--- src/rtl/disk_gate_pkg.sv ---
package disk_gate_pkg;
  localparam int ADDR_W     = 5;
  localparam int DEV_ADDR_W = 4;
  localparam int NUM_DISK   = 9;

  localparam logic [ADDR_W-1:0] REG_DEVCTL = 5'd0;
  localparam logic [ADDR_W-1:0] REG_DATA   = 5'd1;
  localparam logic [ADDR_W-1:0] REG_TF_LO  = 5'd2;
  localparam logic [ADDR_W-1:0] REG_TF_HI  = 5'd7;
  localparam logic [ADDR_W-1:0] REG_CMD    = 5'd8;
  localparam logic [ADDR_W-1:0] REG_DADDR  = 5'd16;
  localparam logic [ADDR_W-1:0] REG_DLEN   = 5'd17;
  localparam logic [ADDR_W-1:0] REG_DDIR   = 5'd18;
  localparam logic [ADDR_W-1:0] REG_ARM    = 5'd19;
  localparam logic [ADDR_W-1:0] REG_GO     = 5'd20;
  localparam logic [ADDR_W-1:0] REG_MOVED  = 5'd21;
  localparam logic [ADDR_W-1:0] REG_KEY    = 5'd22;
endpackage

--- src/rtl/disk_key_ctrl.sv ---
module disk_key_ctrl
  import disk_gate_pkg::*;
#(
  parameter int                DATA_W  = 32,
  parameter logic [DATA_W-1:0] KEY_ON  = 32'h001F_FFFF,
  parameter logic [DATA_W-1:0] KEY_OFF = 32'h0000_42FE
) (
  input  logic              clk_i,
  input  logic              rst_ni,
  input  logic              wr_i,
  input  logic [ADDR_W-1:0] addr_i,
  input  logic [DATA_W-1:0] wdata_i,
  output logic              en_o
);
  logic key_wr;
  assign key_wr = wr_i && (addr_i == REG_KEY);

  always_ff @(posedge clk_i or negedge rst_ni) begin
    if (!rst_ni)                            en_o <= 1'b0;
    else if (key_wr && wdata_i == KEY_ON)   en_o <= 1'b1;
    else if (key_wr && wdata_i == KEY_OFF)  en_o <= 1'b0;
  end


  key_on_chk: assert property (@(posedge clk_i) disable iff (!rst_ni)
    key_wr && wdata_i == KEY_ON |=> en_o);

  key_off_chk: assert property (@(posedge clk_i) disable iff (!rst_ni)
    key_wr && wdata_i == KEY_OFF |=> !en_o);

  key_hold_chk: assert property (@(posedge clk_i) disable iff (!rst_ni)
    !(key_wr && (wdata_i == KEY_ON || wdata_i == KEY_OFF)) |=> $stable(en_o));
endmodule

--- src/rtl/disk_access_gate.sv ---
module disk_access_gate
  import disk_gate_pkg::*;
#(
  parameter int                DATA_W  = 32,
  parameter logic [DATA_W-1:0] NOP_CMD = '0
) (
  input  logic              en_i,
  input  logic              wr_i,
  input  logic              rd_i,
  input  logic [ADDR_W-1:0] addr_i,
  input  logic [DATA_W-1:0] wdata_i,
  input  logic              regs_ok_i,
  output logic              disk_sel_o,
  output logic              dev_wr_o,
  output logic              dev_rd_o,
  output logic [DATA_W-1:0] dev_wdata_o
);
  logic is_tf, is_cmd;
  logic [DATA_W-1:0] byte_word;

  assign disk_sel_o = (addr_i < ADDR_W'(NUM_DISK));
  assign is_tf      = (addr_i >= REG_TF_LO) && (addr_i <= REG_TF_HI);
  assign is_cmd     = (addr_i == REG_CMD);
  assign byte_word  = {{(DATA_W-8){1'b0}}, wdata_i[7:0]};
  assign dev_rd_o   = en_i && rd_i && disk_sel_o;

  always_comb begin
    dev_wr_o    = 1'b0;
    dev_wdata_o = wdata_i;
    if (en_i && wr_i && disk_sel_o) begin
      if (is_tf) begin
        dev_wr_o    = regs_ok_i;
        dev_wdata_o = byte_word;
      end else if (is_cmd) begin
        dev_wr_o    = regs_ok_i || (wdata_i == NOP_CMD);
        dev_wdata_o = byte_word;
      end else begin
        dev_wr_o    = 1'b1;
      end
    end
  end
endmodule

--- src/rtl/disk_dma_launch.sv ---
module disk_dma_launch
  import disk_gate_pkg::*;
#(
  parameter int DATA_W = 32
) (
  input  logic              clk_i,
  input  logic              rst_ni,
  input  logic              wr_i,
  input  logic [ADDR_W-1:0] addr_i,
  input  logic [DATA_W-1:0] wdata_i,
  input  logic              dma_done_i,
  input  logic [DATA_W-1:0] dma_count_i,
  output logic              dma_req_o,
  output logic [DATA_W-1:0] dma_addr_o,
  output logic [DATA_W-1:0] dma_len_o,
  output logic              dma_dir_o,
  output logic [DATA_W-1:0] arm_o,
  output logic [DATA_W-1:0] go_o,
  output logic [DATA_W-1:0] moved_o
);
  localparam logic [DATA_W-1:0] ONE = DATA_W'(1);

  logic busy_q;
  assign dma_req_o = busy_q;

  always_ff @(posedge clk_i or negedge rst_ni) begin
    if (!rst_ni) begin
      busy_q     <= 1'b0;
      dma_addr_o <= '0;
      dma_len_o  <= '0;
      dma_dir_o  <= 1'b0;
      arm_o      <= '0;
      go_o       <= '0;
      moved_o    <= '0;
    end else if (busy_q) begin
      // register writes are dropped until the mover reports back
      if (dma_done_i) begin
        moved_o <= dma_count_i;
        go_o    <= '0;
        busy_q  <= 1'b0;
      end
    end else if (wr_i) begin
      unique case (addr_i)
        REG_DADDR: dma_addr_o <= wdata_i;
        REG_DLEN:  dma_len_o  <= wdata_i;
        REG_DDIR:  dma_dir_o  <= wdata_i[0];
        REG_ARM:   arm_o      <= wdata_i;
        REG_GO: begin
          if (wdata_i != ONE) go_o <= wdata_i;
          else if (arm_o == ONE) begin
            go_o    <= ONE;
            moved_o <= '0;
            busy_q  <= 1'b1;
          end else go_o <= '0;
        end
        default: ;
      endcase
    end
  end


  start_arm_chk: assert property (@(posedge clk_i) disable iff (!rst_ni)
    $rose(busy_q) |-> $past(arm_o == ONE && wr_i && addr_i == REG_GO && wdata_i == ONE));

  start_moved_chk: assert property (@(posedge clk_i) disable iff (!rst_ni)
    $rose(busy_q) |-> moved_o == '0 && go_o == ONE);

  no_arm_chk: assert property (@(posedge clk_i) disable iff (!rst_ni)
    !busy_q && wr_i && addr_i == REG_GO && wdata_i == ONE && arm_o != ONE
    |=> !busy_q && go_o == '0);

  done_drop_chk: assert property (@(posedge clk_i) disable iff (!rst_ni)
    busy_q && dma_done_i |=> !busy_q && go_o == '0 && moved_o == $past(dma_count_i));

  hold_chk: assert property (@(posedge clk_i) disable iff (!rst_ni)
    busy_q && !dma_done_i |=> $stable(dma_addr_o) && $stable(dma_len_o)
                             && $stable(dma_dir_o) && $stable(arm_o) && $stable(go_o));
endmodule

--- src/rtl/disk_reg_gate.sv ---
module disk_reg_gate
  import disk_gate_pkg::*;
#(
  parameter int                DATA_W  = 32,
  parameter logic [DATA_W-1:0] KEY_ON  = 32'h001F_FFFF,
  parameter logic [DATA_W-1:0] KEY_OFF = 32'h0000_42FE,
  parameter logic [DATA_W-1:0] NOP_CMD = '0
) (
  input  logic                  clk_i,
  input  logic                  rst_ni,
  input  logic                  bus_wr_i,
  input  logic                  bus_rd_i,
  input  logic [ADDR_W-1:0]     bus_addr_i,
  input  logic [DATA_W-1:0]     bus_wdata_i,
  output logic [DATA_W-1:0]     bus_rdata_o,
  output logic                  dev_wr_o,
  output logic                  dev_rd_o,
  output logic [DEV_ADDR_W-1:0] dev_addr_o,
  output logic [DATA_W-1:0]     dev_wdata_o,
  input  logic [DATA_W-1:0]     dev_rdata_i,
  input  logic                  dev_regs_ok_i,
  output logic                  dma_req_o,
  output logic [DATA_W-1:0]     dma_addr_o,
  output logic [DATA_W-1:0]     dma_len_o,
  output logic                  dma_dir_o,
  input  logic                  dma_done_i,
  input  logic [DATA_W-1:0]     dma_count_i
);
  logic              en, disk_sel;
  logic [DATA_W-1:0] arm, go, moved;

  assign dev_addr_o = bus_addr_i[DEV_ADDR_W-1:0];

  disk_key_ctrl #(.DATA_W(DATA_W), .KEY_ON(KEY_ON), .KEY_OFF(KEY_OFF)) u_key (
    .clk_i, .rst_ni, .wr_i(bus_wr_i), .addr_i(bus_addr_i), .wdata_i(bus_wdata_i),
    .en_o(en));

  disk_access_gate #(.DATA_W(DATA_W), .NOP_CMD(NOP_CMD)) u_gate (
    .en_i(en), .wr_i(bus_wr_i), .rd_i(bus_rd_i), .addr_i(bus_addr_i),
    .wdata_i(bus_wdata_i), .regs_ok_i(dev_regs_ok_i), .disk_sel_o(disk_sel),
    .dev_wr_o, .dev_rd_o, .dev_wdata_o);

  disk_dma_launch #(.DATA_W(DATA_W)) u_dma (
    .clk_i, .rst_ni, .wr_i(bus_wr_i), .addr_i(bus_addr_i), .wdata_i(bus_wdata_i),
    .dma_done_i, .dma_count_i, .dma_req_o, .dma_addr_o, .dma_len_o, .dma_dir_o,
    .arm_o(arm), .go_o(go), .moved_o(moved));

  always_comb begin
    bus_rdata_o = '0;
    if (disk_sel) bus_rdata_o = en ? dev_rdata_i : '1;
    else begin
      case (bus_addr_i)
        REG_DADDR: bus_rdata_o = dma_addr_o;
        REG_DLEN:  bus_rdata_o = dma_len_o;
        REG_DDIR:  bus_rdata_o = {{(DATA_W-1){1'b0}}, dma_dir_o};
        REG_ARM:   bus_rdata_o = arm;
        REG_GO:    bus_rdata_o = go;
        REG_MOVED: bus_rdata_o = moved;
        REG_KEY:   bus_rdata_o = {{(DATA_W-1){1'b0}}, en};
        default:   bus_rdata_o = '0;
      endcase
    end
  end


  locked_block_chk: assert property (@(posedge clk_i) disable iff (!rst_ni)
    !en |-> !dev_wr_o && !dev_rd_o);

  tf_qual_chk: assert property (@(posedge clk_i) disable iff (!rst_ni)
    dev_wr_o && bus_addr_i >= REG_TF_LO && bus_addr_i <= REG_TF_HI
    |-> dev_regs_ok_i && dev_wdata_o[DATA_W-1:8] == '0);

  cmd_qual_chk: assert property (@(posedge clk_i) disable iff (!rst_ni)
    dev_wr_o && bus_addr_i == REG_CMD |-> dev_regs_ok_i || bus_wdata_i == NOP_CMD);

  rd_pass_chk: assert property (@(posedge clk_i) disable iff (!rst_ni)
    dev_rd_o |-> bus_rdata_o == dev_rdata_i);
endmodule

--- config.mk ---
export PLATFORM = sky130hd
export DESIGN_NAME = disk_reg_gate
export DESIGN_NICKNAME = d
export VERILOG_FILES = /design/src/rtl/disk_gate_pkg.sv /design/src/rtl/disk_key_ctrl.sv /design/src/rtl/disk_access_gate.sv /design/src/rtl/disk_dma_launch.sv /design/src/rtl/disk_reg_gate.sv
export SDC_FILE = /design/constraint.sdc
export NUM_CORES = 1
export LEC_CHECK = 0
export BUFFER_PORTS_ARGS = -buffer_cell sky130_fd_sc_hd__buf_2
export CAP_MARGIN = 25
export CELL_PAD_IN_SITES_DETAIL_PLACEMENT = 1
export CELL_PAD_IN_SITES_GLOBAL_PLACEMENT = 1
export CORE_ASPECT_RATIO = 1.25
export CORE_MARGIN = 3
export CORE_UTILIZATION = 35
export DETAILED_ROUTE_END_ITERATION = 8
export PLACE_DENSITY_LB_ADDON = 0.05
export SKIP_CTS_REPAIR_TIMING = 1
export SYNTH_ARGS = -nofsm -noshare
export SYNTH_HDL_FRONTEND = slang
export SYNTH_SLANG_ARGS = --single-unit
--- constraint.sdc ---
create_clock -name clk_i -period 2.56 [get_ports clk_i]
set_input_delay 0.512 -clock clk_i [delete_from_list [all_inputs] [get_ports clk_i]]
set_output_delay 0.512 -clock clk_i [all_outputs]
set_load 0.01 [all_outputs]
### After elaboration in Yosys (flattened, before gate mapping)

Cells that the tools add are included.

* input bits: 107
* logic and storage cells: 75
* flip-flop bits (word level): 163
* output and inout bits: 136

* bitwise operators: 1
* order comparisons: 3
* reduce and logical (&&, ||, !) cells: 20
* equality and inequality tests: 14
* mux-type cells: 29

Operator list (count)
* 32-bit two-way mux: 16
* 32-bit one-hot mux with 7 select lines: 1
* 5-bit equality test, second input constant: 7
* 32-bit by 1-bit equality test with 1-bit output, second input constant: 1
* 32-bit by 15-bit equality test with 1-bit output, second input constant: 1
* 32-bit by 21-bit equality test with 1-bit output, second input constant: 1
* 32-bit logical NOT: 1
* 32-bit by 1-bit inequality test with 1-bit output, second input constant: 1
* 3-bit AND reduction: 5
* 1-bit two-way mux: 12
* 1-bit logical AND: 8
* 2-bit nonzero test: 4
* 5-bit by 4-bit equality test with 1-bit output, second input constant: 1
* 5-bit by 2-bit >= comparator with 1-bit output, second input constant: 1
* 5-bit by 3-bit <= comparator with 1-bit output, second input constant: 1
* 5-bit by 4-bit less-than comparator with 1-bit output, second input constant: 1
* 5-bit AND reduction: 1
* 2-bit by 1-bit inequality test with 1-bit output, second input constant: 1
* 2-bit inequality test, second input constant: 1
* 1-bit logical OR: 1
* 1-bit NOT: 1

### Logic depth before layout (Yosys ltp)

Gate-level depths: netlist of the first run.

* word-level depth: 6
* gate-level depth with buffers: 8

### Cells and area by module

A second synthesis of the first run with hierarchy kept.

* cell total of the unflattened synthesis: 800
* area total of the unflattened synthesis: 8991.1 um^2

By module, submodules not included
* disk_dma_launch: sequential area each 4053.9 um^2, cells an instance 487, times used 1, area each 6545.0 um^2
* disk_reg_gate: sequential area each 0.0 um^2, cells an instance 235, times used 1, area each 1891.8 um^2
* disk_access_gate: sequential area each 0.0 um^2, cells an instance 58, times used 1, area each 405.4 um^2
* disk_key_ctrl: sequential area each 25.0 um^2, cells an instance 20, times used 1, area each 148.9 um^2

### Worst setup path before layout of the first run

Ideal clock, no wire load.

* kind: input to output
* from: input bus_addr_i[1]
* to: output dev_wdata_o[11]
* data required time: 2.048 ns
* path buffers: 1
* path slack: 0.272 ns
* arrival time: 1.776 ns
* stages: 6
* cell sequence: or3_1 > a21oi_2 > nand3_1 > nor2_2 > buf_2 > nor2b_1

* word-level cells in the longest chain between the ends: 4
* elaborated cells between the ends (all ways): 9
* those cells by class: order compare (3); eq/ne (1); mux (3); reduce/logical (2)

Ends and longest elaborated chain
* start, declared: line disk_reg_gate.sv:13 `input logic [ADDR_W-1:0] bus_addr_i,`
* 5-bit by 2-bit >= comparator with 1-bit output (tied with other cells): line disk_access_gate.sv:22 `assign is_tf = (addr_i >= REG_TF_LO) && (addr_i <= REG_TF_HI);`
* 1-bit logical AND / 32-bit two-way mux (equally long branches): line disk_access_gate.sv:22, disk_access_gate.sv:34
* 32-bit two-way mux: line disk_access_gate.sv:31 `if (is_tf) begin`
* 32-bit two-way mux (*): line disk_access_gate.sv:30 `if (en_i && wr_i && disk_sel_o) begin`
* end, declared: line disk_reg_gate.sv:19 `output logic [DATA_W-1:0] dev_wdata_o,`

Mark *: on every way between the ends. The rest lies on a longest branch, timed or not.

### Worst setup path in the final report of the first run

* from: input bus_wdata_i[21]
* to: output dev_wr_o

* word-level cells in the longest chain between the ends: 5

Ends and longest elaborated chain
* start, declared: line disk_reg_gate.sv:14 `input logic [DATA_W-1:0] bus_wdata_i,`
* 32-bit logical NOT: line disk_access_gate.sv:35 `dev_wr_o = regs_ok_i || (wdata_i == NOP_CMD);`
* 1-bit logical OR: line disk_access_gate.sv:35
* 1-bit two-way mux: line disk_access_gate.sv:34 `end else if (is_cmd) begin`
* 1-bit two-way mux: line disk_access_gate.sv:31
* 1-bit two-way mux: line disk_access_gate.sv:30
* end, declared: line disk_reg_gate.sv:16 `output logic dev_wr_o,`

Every way passes these cells.

==> results of run 1 <==
[worst max-delay path: stages]
cell and delay [ns]:
buf_2 0.14, nor4_4 0.28, nand3_1 0.16, or3_4 0.37
a211o_1 0.29, a31oi_2 0.21, buf_2 0.17
[routing by layer]
layer  track usage (%)  up-vias
met2             42.56      306
li1                  -     3164
met3             5.228       52
met1             31.02     3689
met5                 0        -
met4             7.830        6
[final cells by class]
type	instances	area [um^2]	area share, %
Clock buffer	19	432.9	4.072
Clock inverter	13	127.6	1.200
Inverter	3	11.26	0.1059
Multi-Input combinational cell	454	3462	32.56
Sequential cell	163	4080	38.38
Tap cell	279	349.1	3.284
Timing Repair Buffer	337	2168	20.40
[registers in the layout, indices dropped and copies added (netlist names)]
| name | flops |
|---|---|
| u_dma.arm_o | 32 |
| u_dma.dma_req_o | 1 |
| u_dma.moved_o | 32 |
| u_dma.go_o | 32 |
| u_dma.dma_addr_o | 32 |
| u_dma.dma_dir_o | 1 |
| u_key.en_o | 1 |
| u_dma.dma_len_o | 32 |
[cell usage in the layout, fill, tap and decap left out, types with 2 or more instances in the layout]
cell type,instances
buf_4,77
a21oi_1,32
nor3b_1,2
mux2_1,94
clkbuf_16,17
a21oi_4,2
nand2b_1,32
nor2_4,4
clkbuf_1,2
nor2b_4,2
inv_1,3
clkinv_2,2
nor2_1,6
nor2b_1,25
o21ai_0,3
nor4_1,11
inv_6,4
nand2_1,70
a222oi_1,63
and3_1,3
buf_6,5
nand2_2,3
a22o_1,31
o21ai_1,3
nand3_1,35
nand4_1,9
a211o_1,2
clkinv_4,3
buf_12,15
dfrtp_1,162
nor3_1,4
clkinvlp_4,2
buf_2,238
[stage by stage]
step           worst slack (ns)  power (mW)  instance area (um^2)  instances  util, %
5_1_grt                 -0.1808       7.298                 10630       1268    49.00
6_report               -0.08304       6.956                 10630       1268    49.00
4_1_cts                 -0.2066       6.995                 10420       1261    48.00
3_3_place_gp            -0.1968       4.474                  9854       1229    45.42
2_1_floorplan            0.2724       3.805                  7782        689        -
3_5_place_dp            -0.2039       4.527                  9854       1229    45.42
[logic make-up (layout without fill, tap and decap cells)]
group,count (synthesis),count (layout)
DFF,163,163
muxes,94,94
and+or+nand+nor,220,220
buffers and inverters,72,372
AOI/OAI and AO/OA,140,140
[worst paths after layout]
| path | start | end | cells past startpoint |
|---|---|---|---|
| max in group asynchronous | rst_ni | u_dma.moved_o[12]$_DFFE_PN0P_ | 2 |
| min reg2reg | u_dma.go_o[5]$_DFFE_PN0P_ | u_dma.go_o[5]$_DFFE_PN0P_ | 1 |
| min | rst_ni | u_dma.moved_o[27]$_DFFE_PN0P_ | 1 |
| min in group clk_i | dma_count_i[9] | u_dma.moved_o[9]$_DFFE_PN0P_ | 3 |
| max | bus_wdata_i[21] | dev_wr_o | 7 |
| max reg2reg | u_dma.arm_o[26]$_DFFE_PN0P_ | u_dma.go_o[0]$_DFFE_PN0P_ | 6 |
[report_power, final]
group,switching [mW],internal (mW),total [mW]
combinational,0.617,0.597,1.21
clock,1.10,1.36,2.46
sequential,0.311,2.97,3.28
total,2.03,4.93,6.96
==> impl_metrics.tcl, run 1 <==
set metrics [dict create \
    ys_warn_count 0 \
    tns_ns -0.08304 \
    place_congestion 0.8292 \
    wl_per_cell_um 23.72 \
    die_y_um 172.7 \
    cts_tree "done" \
    setup_violations 1 \
    synthXorXnorAreaFrac_pct 0 \
    clockBufferDepth 2 \
    synth_compound_area_share_pct 14.81 \
    die_w_um 139.4 \
    yosys.area_share.simple_pct 14.63 \
    ys_ff_latch 163 \
    layout_min_cycle_time_ns 2.643 \
    maxSlewViolCount 0 \
    grt_pass1_vias 7742 \
    relSlewSlack_pct 56.85 \
    root_buffer "clkbuf_16" \
    synth.most_common_cell "dfrtp_1" \
    synth_adder_area_share_pct 0 \
    yosys-top-cells-count "dfrtp_1, mux2_1, nand2_1" \
    met3_length_um 1837 \
    fill_cells 2442 \
    dr_total_vias 7217 \
    hold_ws_ns 0.08961 \
    avgSynthCellArea_um2 11.30 \
    cp-end-kind "output port" \
    status "finished, violations left" \
    dr.first_iter.drc_count 650 \
    antenna_cells 0 \
    ant_nets 0 \
    first_pass_iters 9 \
    synthFlopType "dfrtp_1" \
    synth_top_area_cell "dfrtp_1" \
    num_rows 60 \
    maxCapViolCount 0 \
    wl_met1_um 12310 \
    clock_sinks 163 \
    area_growth_pct 36.61 \
    synthMuxAreaShare_pct 13.60 \
    grt-ovfl-total 0 \
    p_leak_nw 5.254 \
    synth_top_family_by_area "compound AO/OA/AOI/OAI gates" \
    hold_viol_final 0 \
    io_buffers 242 \
    drive_gt1_share_pct 39.33 \
    antenna_found_initial 3 \
    fin_nets 1083 \
    synthCells 689 \
    start_util_pct 35.87 \
    cp.required_ns 2.05 \
    post-dp-hpwl_um 22000 \
    r2r_slack_ns 0.62 \
    clk_pin_slew_ns 0.07 \
    critPathArrivalTime_ns 2.13 \
    ir_drop_mv 0.4504 \
    setup_slack_ns -0.08304 \
    wl_met2_um 15110 \
    rsz0062_at_grt "yes" \
    worst_setup_path_start_kind "primary input" \
    synth.top_cell.area_share_pct 52.41 \
    floorplan.die_area_um2 24070 \
    min_path_type "in -> async" \
    synth_edf_count 0 \
    syn-cell-area_um2 7782 \
    routed_wl_um 30080 \
    cts_inserted_buffers 17 \
    seq_area_frac_synth_pct 52.41 \
    worstPathMaxFanout 2 \
    drc 0 \
    grt_max_degree 67 \
    coreArea_um2 21700 \
    vias_per_cell 5.692 \
    fmax_ghz 0.3784 \
    synthArstFlopShare_pct 100.0 \
    yosys-top-cells-area "dfrtp_1, mux2_1, a222oi_1" \
    clk_latency_ns 0.43 \
    grt_usage_pct 24.71 \
    synth_cell_types 36 \
    synth.net_count 796 \
    io-pin-count 243 \
    power_density_nw_per_um2 654.3 \
    worstSetupPathType "in -> out" \
    violations "setup timing" \
    h-tree-depth 4 \
    grt_pass1_wl_um 46640 \
    period_share_pct 103.2 \
    tightest_slew_ns 0.6473 \
    finClkSkew_ns 0.01347 \
    topRoutingLayerUsed "met5" \
]
No activity file was read; power rests on OpenSTA's default activity.
==> run 2, diff against run 1 <==
--- a/config.mk
+++ b/config.mk
@@ -14,7 +14,10 @@
 export CORE_UTILIZATION = 35
 export DETAILED_ROUTE_END_ITERATION = 8
 export PLACE_DENSITY_LB_ADDON = 0.05
+export SETUP_SLACK_MARGIN = 0.3
 export SKIP_CTS_REPAIR_TIMING = 1
+export SKIP_LAST_GASP = 1
 export SYNTH_ARGS = -nofsm -noshare
 export SYNTH_HDL_FRONTEND = slang
+export SYNTH_HIERARCHICAL = 1
 export SYNTH_SLANG_ARGS = --single-unit
==> run 2 against run 1 <==
- synthesized cell count is 16% higher
- setup slack lost 0.13 ns
- sequential power hardly changed
- critical path type unchanged
- maximum frequency down 4.8%
- hold slack got worse by 0.048 ns
- critical endpoint is now bus_rdata_o[1]
- the run still ends with setup timing left
- utilization up 1.0 points
- combinational power is 53% higher
- first-iteration DRC count is 12% lower
- design area up 17%
==> impl_metrics.tcl, run 2 <==
set metrics [dict create \
    cp-end-kind "output port" \
    placed_cells 1400 \
    seq_area_frac_synth_pct 45.37 \
    cp.required_ns 2.05 \
    path_depth 9 \
    ys_ff_latch 163 \
    dr_total_vias 8302 \
    final_cell_mix "buf_2, dfrtp_1, buf_4, mux2_2, nand2_1" \
    drc 0 \
    cts_tree "done" \
    coreArea_um2 24900 \
    cts_inserted_buffers 17 \
    wl_per_cell_um 26.60 \
    worstSetupPathType "in -> out" \
    die_y_um 185.2 \
    grtUsageMet3_pct 4.577 \
    synth.top_cell.area_share_pct 45.37 \
    drive_gt1_share_pct 50.13 \
    worst_setup_path_start_kind "primary input" \
    synth_edf_count 0 \
    grt_pass1_wl_um 55140 \
    clock_sinks 163 \
    root_buffer "clkbuf_16" \
    io_buffers 242 \
    critPathArrivalTime_ns 2.26 \
    layoutNonFillerInstCount 1453 \
    first_pass_iters 5 \
    yosys-top-cells-count "dfrtp_1, mux2_2, nand2_1" \
    maxSlewViolCount 0 \
    status "finished, violations left" \
    met2_usage_pct 43.80 \
    num_rows 64 \
    postPlaceCellArea_um2 11270 \
    synthCells 800 \
    io-pin-count 243 \
    synth_cell_types 59 \
    setup_violations 28 \
    grt_usage_pct 26.69 \
    grt_pass1_vias 8725 \
    synthArstFlopShare_pct 100.0 \
    routed_wl_um 38650 \
    relSlewSlack_pct 60.89 \
    cp.buffers_inverters 4 \
    busiest_layer "met2" \
    clockBufferDepth 2 \
    min_path_type "in -> async" \
    die_w_um 149.4 \
    period_share_pct 108.5 \
    setup_slack_ns -0.2168 \
    floorplan.die_area_um2 27660 \
    crit_slowest_cell "or4b_4" \
    clk_latency_ns 0.44 \
    antenna_cells 0 \
    path_cells "buf_8 > o31ai_4 > nor2b_4 > or4b_4 > buf_12 > nor3b_4 > buf_12 > a211o_1 > buf_2" \
    synth.most_common_cell "dfrtp_1" \
    ir_drop_mv 0.4646 \
    violations "setup timing" \
    fin_util_pct 50.00 \
    fin_nets 1217 \
    tns_ns -3.368 \
    maxCapViolCount 0 \
    synth_top_area_cell "dfrtp_1" \
    synthFlopType "dfrtp_1" \
    layout_min_cycle_time_ns 2.777 \
    power_density_nw_per_um2 635.9 \
    synth.net_count 907 \
    tightest_slew_ns 0.5867 \
    path_delay_family "simple AND/OR/NAND/NOR gates" \
    syn-cell-area_um2 8991 \
    grt-ovfl-total 0 \
    area_growth_pct 38.49 \
    crit_top_cell "buf_12" \
    clk_pin_slew_ns 0.07 \
    start_util_pct 36.10 \
    mostFrequentLayoutCell "buf_2" \
    ys_warn_count 6 \
    h-tree-depth 4 \
    hold_viol_final 0 \
    cpPeakStageDelay_ns 0.55 \
    place_congestion 0.8478 \
    yosys-top-cells-area "dfrtp_1, mux2_2, mux2i_1" \
    post-dp-hpwl_um 27220 \
    pre_cts_ws_ns -0.2757 \
    avgSynthCellArea_um2 11.24 \
    fmax_ghz 0.3601 \
    final_area_um2 12450 \
    vias_per_cell 5.714 \
    antenna_found_initial 1 \
    finClkSkew_ns 0.01484 \
    rr_worst_depth 5 \
    worstPathMaxFanout 7 \
    ant_nets 0 \
    rsz0062_at_grt "yes" \
    p_leak_nw 5.950 \
    dr.first_iter.drc_count 574 \
    met1_usage_pct 36.86 \
    grt_max_degree 64 \
]
-- run 2: changes by cell type in the layout (fill, tap and decap cells not counted), sizes merged, moves of 10 or more --
cell,change
o221ai,+21
a222oi,-63
nor4,+15
o32ai,+10
buf,+28
mux2i,+53
a31o,+32
nor2b,+11
a2bb2oi,+21
a211oi,+10
o21ai,+15
a21oi,-33
nand2b,-31
nand3b,+19
-- run 2: logic make-up (layout without fill, tap and decap cells) --
logic type / after synthesis / after routing / synth area share, %
mux: 152 / 152 / 18.30
compound gates: 170 / 170 / 16.07
flops: 163 / 163 / 45.37
buf+inv: 82 / 405 / 4.884
simple gates: 233 / 233 / 15.38
-- run 2: cell type report --
class	count	area, um^2
Clock buffer	17	425.4
Sequential cell	163	4080
Timing Repair inverter	1	7.507
Inverter	3	15.01
Fill cell	2751	12450
Multi-Input combinational cell	555	4725
Clock inverter	15	206.4
Timing Repair Buffer	369	2580
Tap cell	330	412.9
-- run 2: through the flow --
stage / total power, mW / hold slack, ns
after floorplan: 4.098 / 0.2164
after global placement: 5.016 / 0.4792
after detailed placement: 5.053 / 0.4900
after CTS: 7.843 / 0.05694
after global routing: 8.266 / 0.08026
final: 7.919 / 0.04156
-- run 2: per-layer routing --
layer  vias to the layer above  part of all wire, %
met5                         -                0.054
met4                         2                  1.5
met3                        35                  5.7
met2                       292                   49
met1                      4316                   44
li1                       3657                    -
-- run 2: path summary, 6_finish.rpt --
path                                        startpoint                              to  slack [ns]
setup reg to reg           u_dma/arm_o[26]$_DFFE_PN0P_    u_dma/moved_o[1]$_DFFE_PN0P_        0.35
hold / removal                                  rst_ni    u_dma/moved_o[4]$_DFFE_PN0P_        0.04
max in group asynchronous                       rst_ni  u_dma/dma_len_o[9]$_DFFE_PN0P_        1.82
min in group clk_i                          dma_done_i       u_dma/dma_req_o$_DFF_PN0_        0.32
hold reg to reg             u_dma/go_o[30]$_DFFE_PN0P_      u_dma/go_o[30]$_DFFE_PN0P_        0.51
setup / recovery                         bus_addr_i[0]                  bus_rdata_o[1]       -0.22
-- run 2: where the power goes --
group | internal [mW] | switching (mW) | leakage (nW)
combinational | 0.891 | 0.956 | 3.67
sequential | 2.96 | 0.317 | 1.97
clock | 1.51 | 1.28 | 0.310
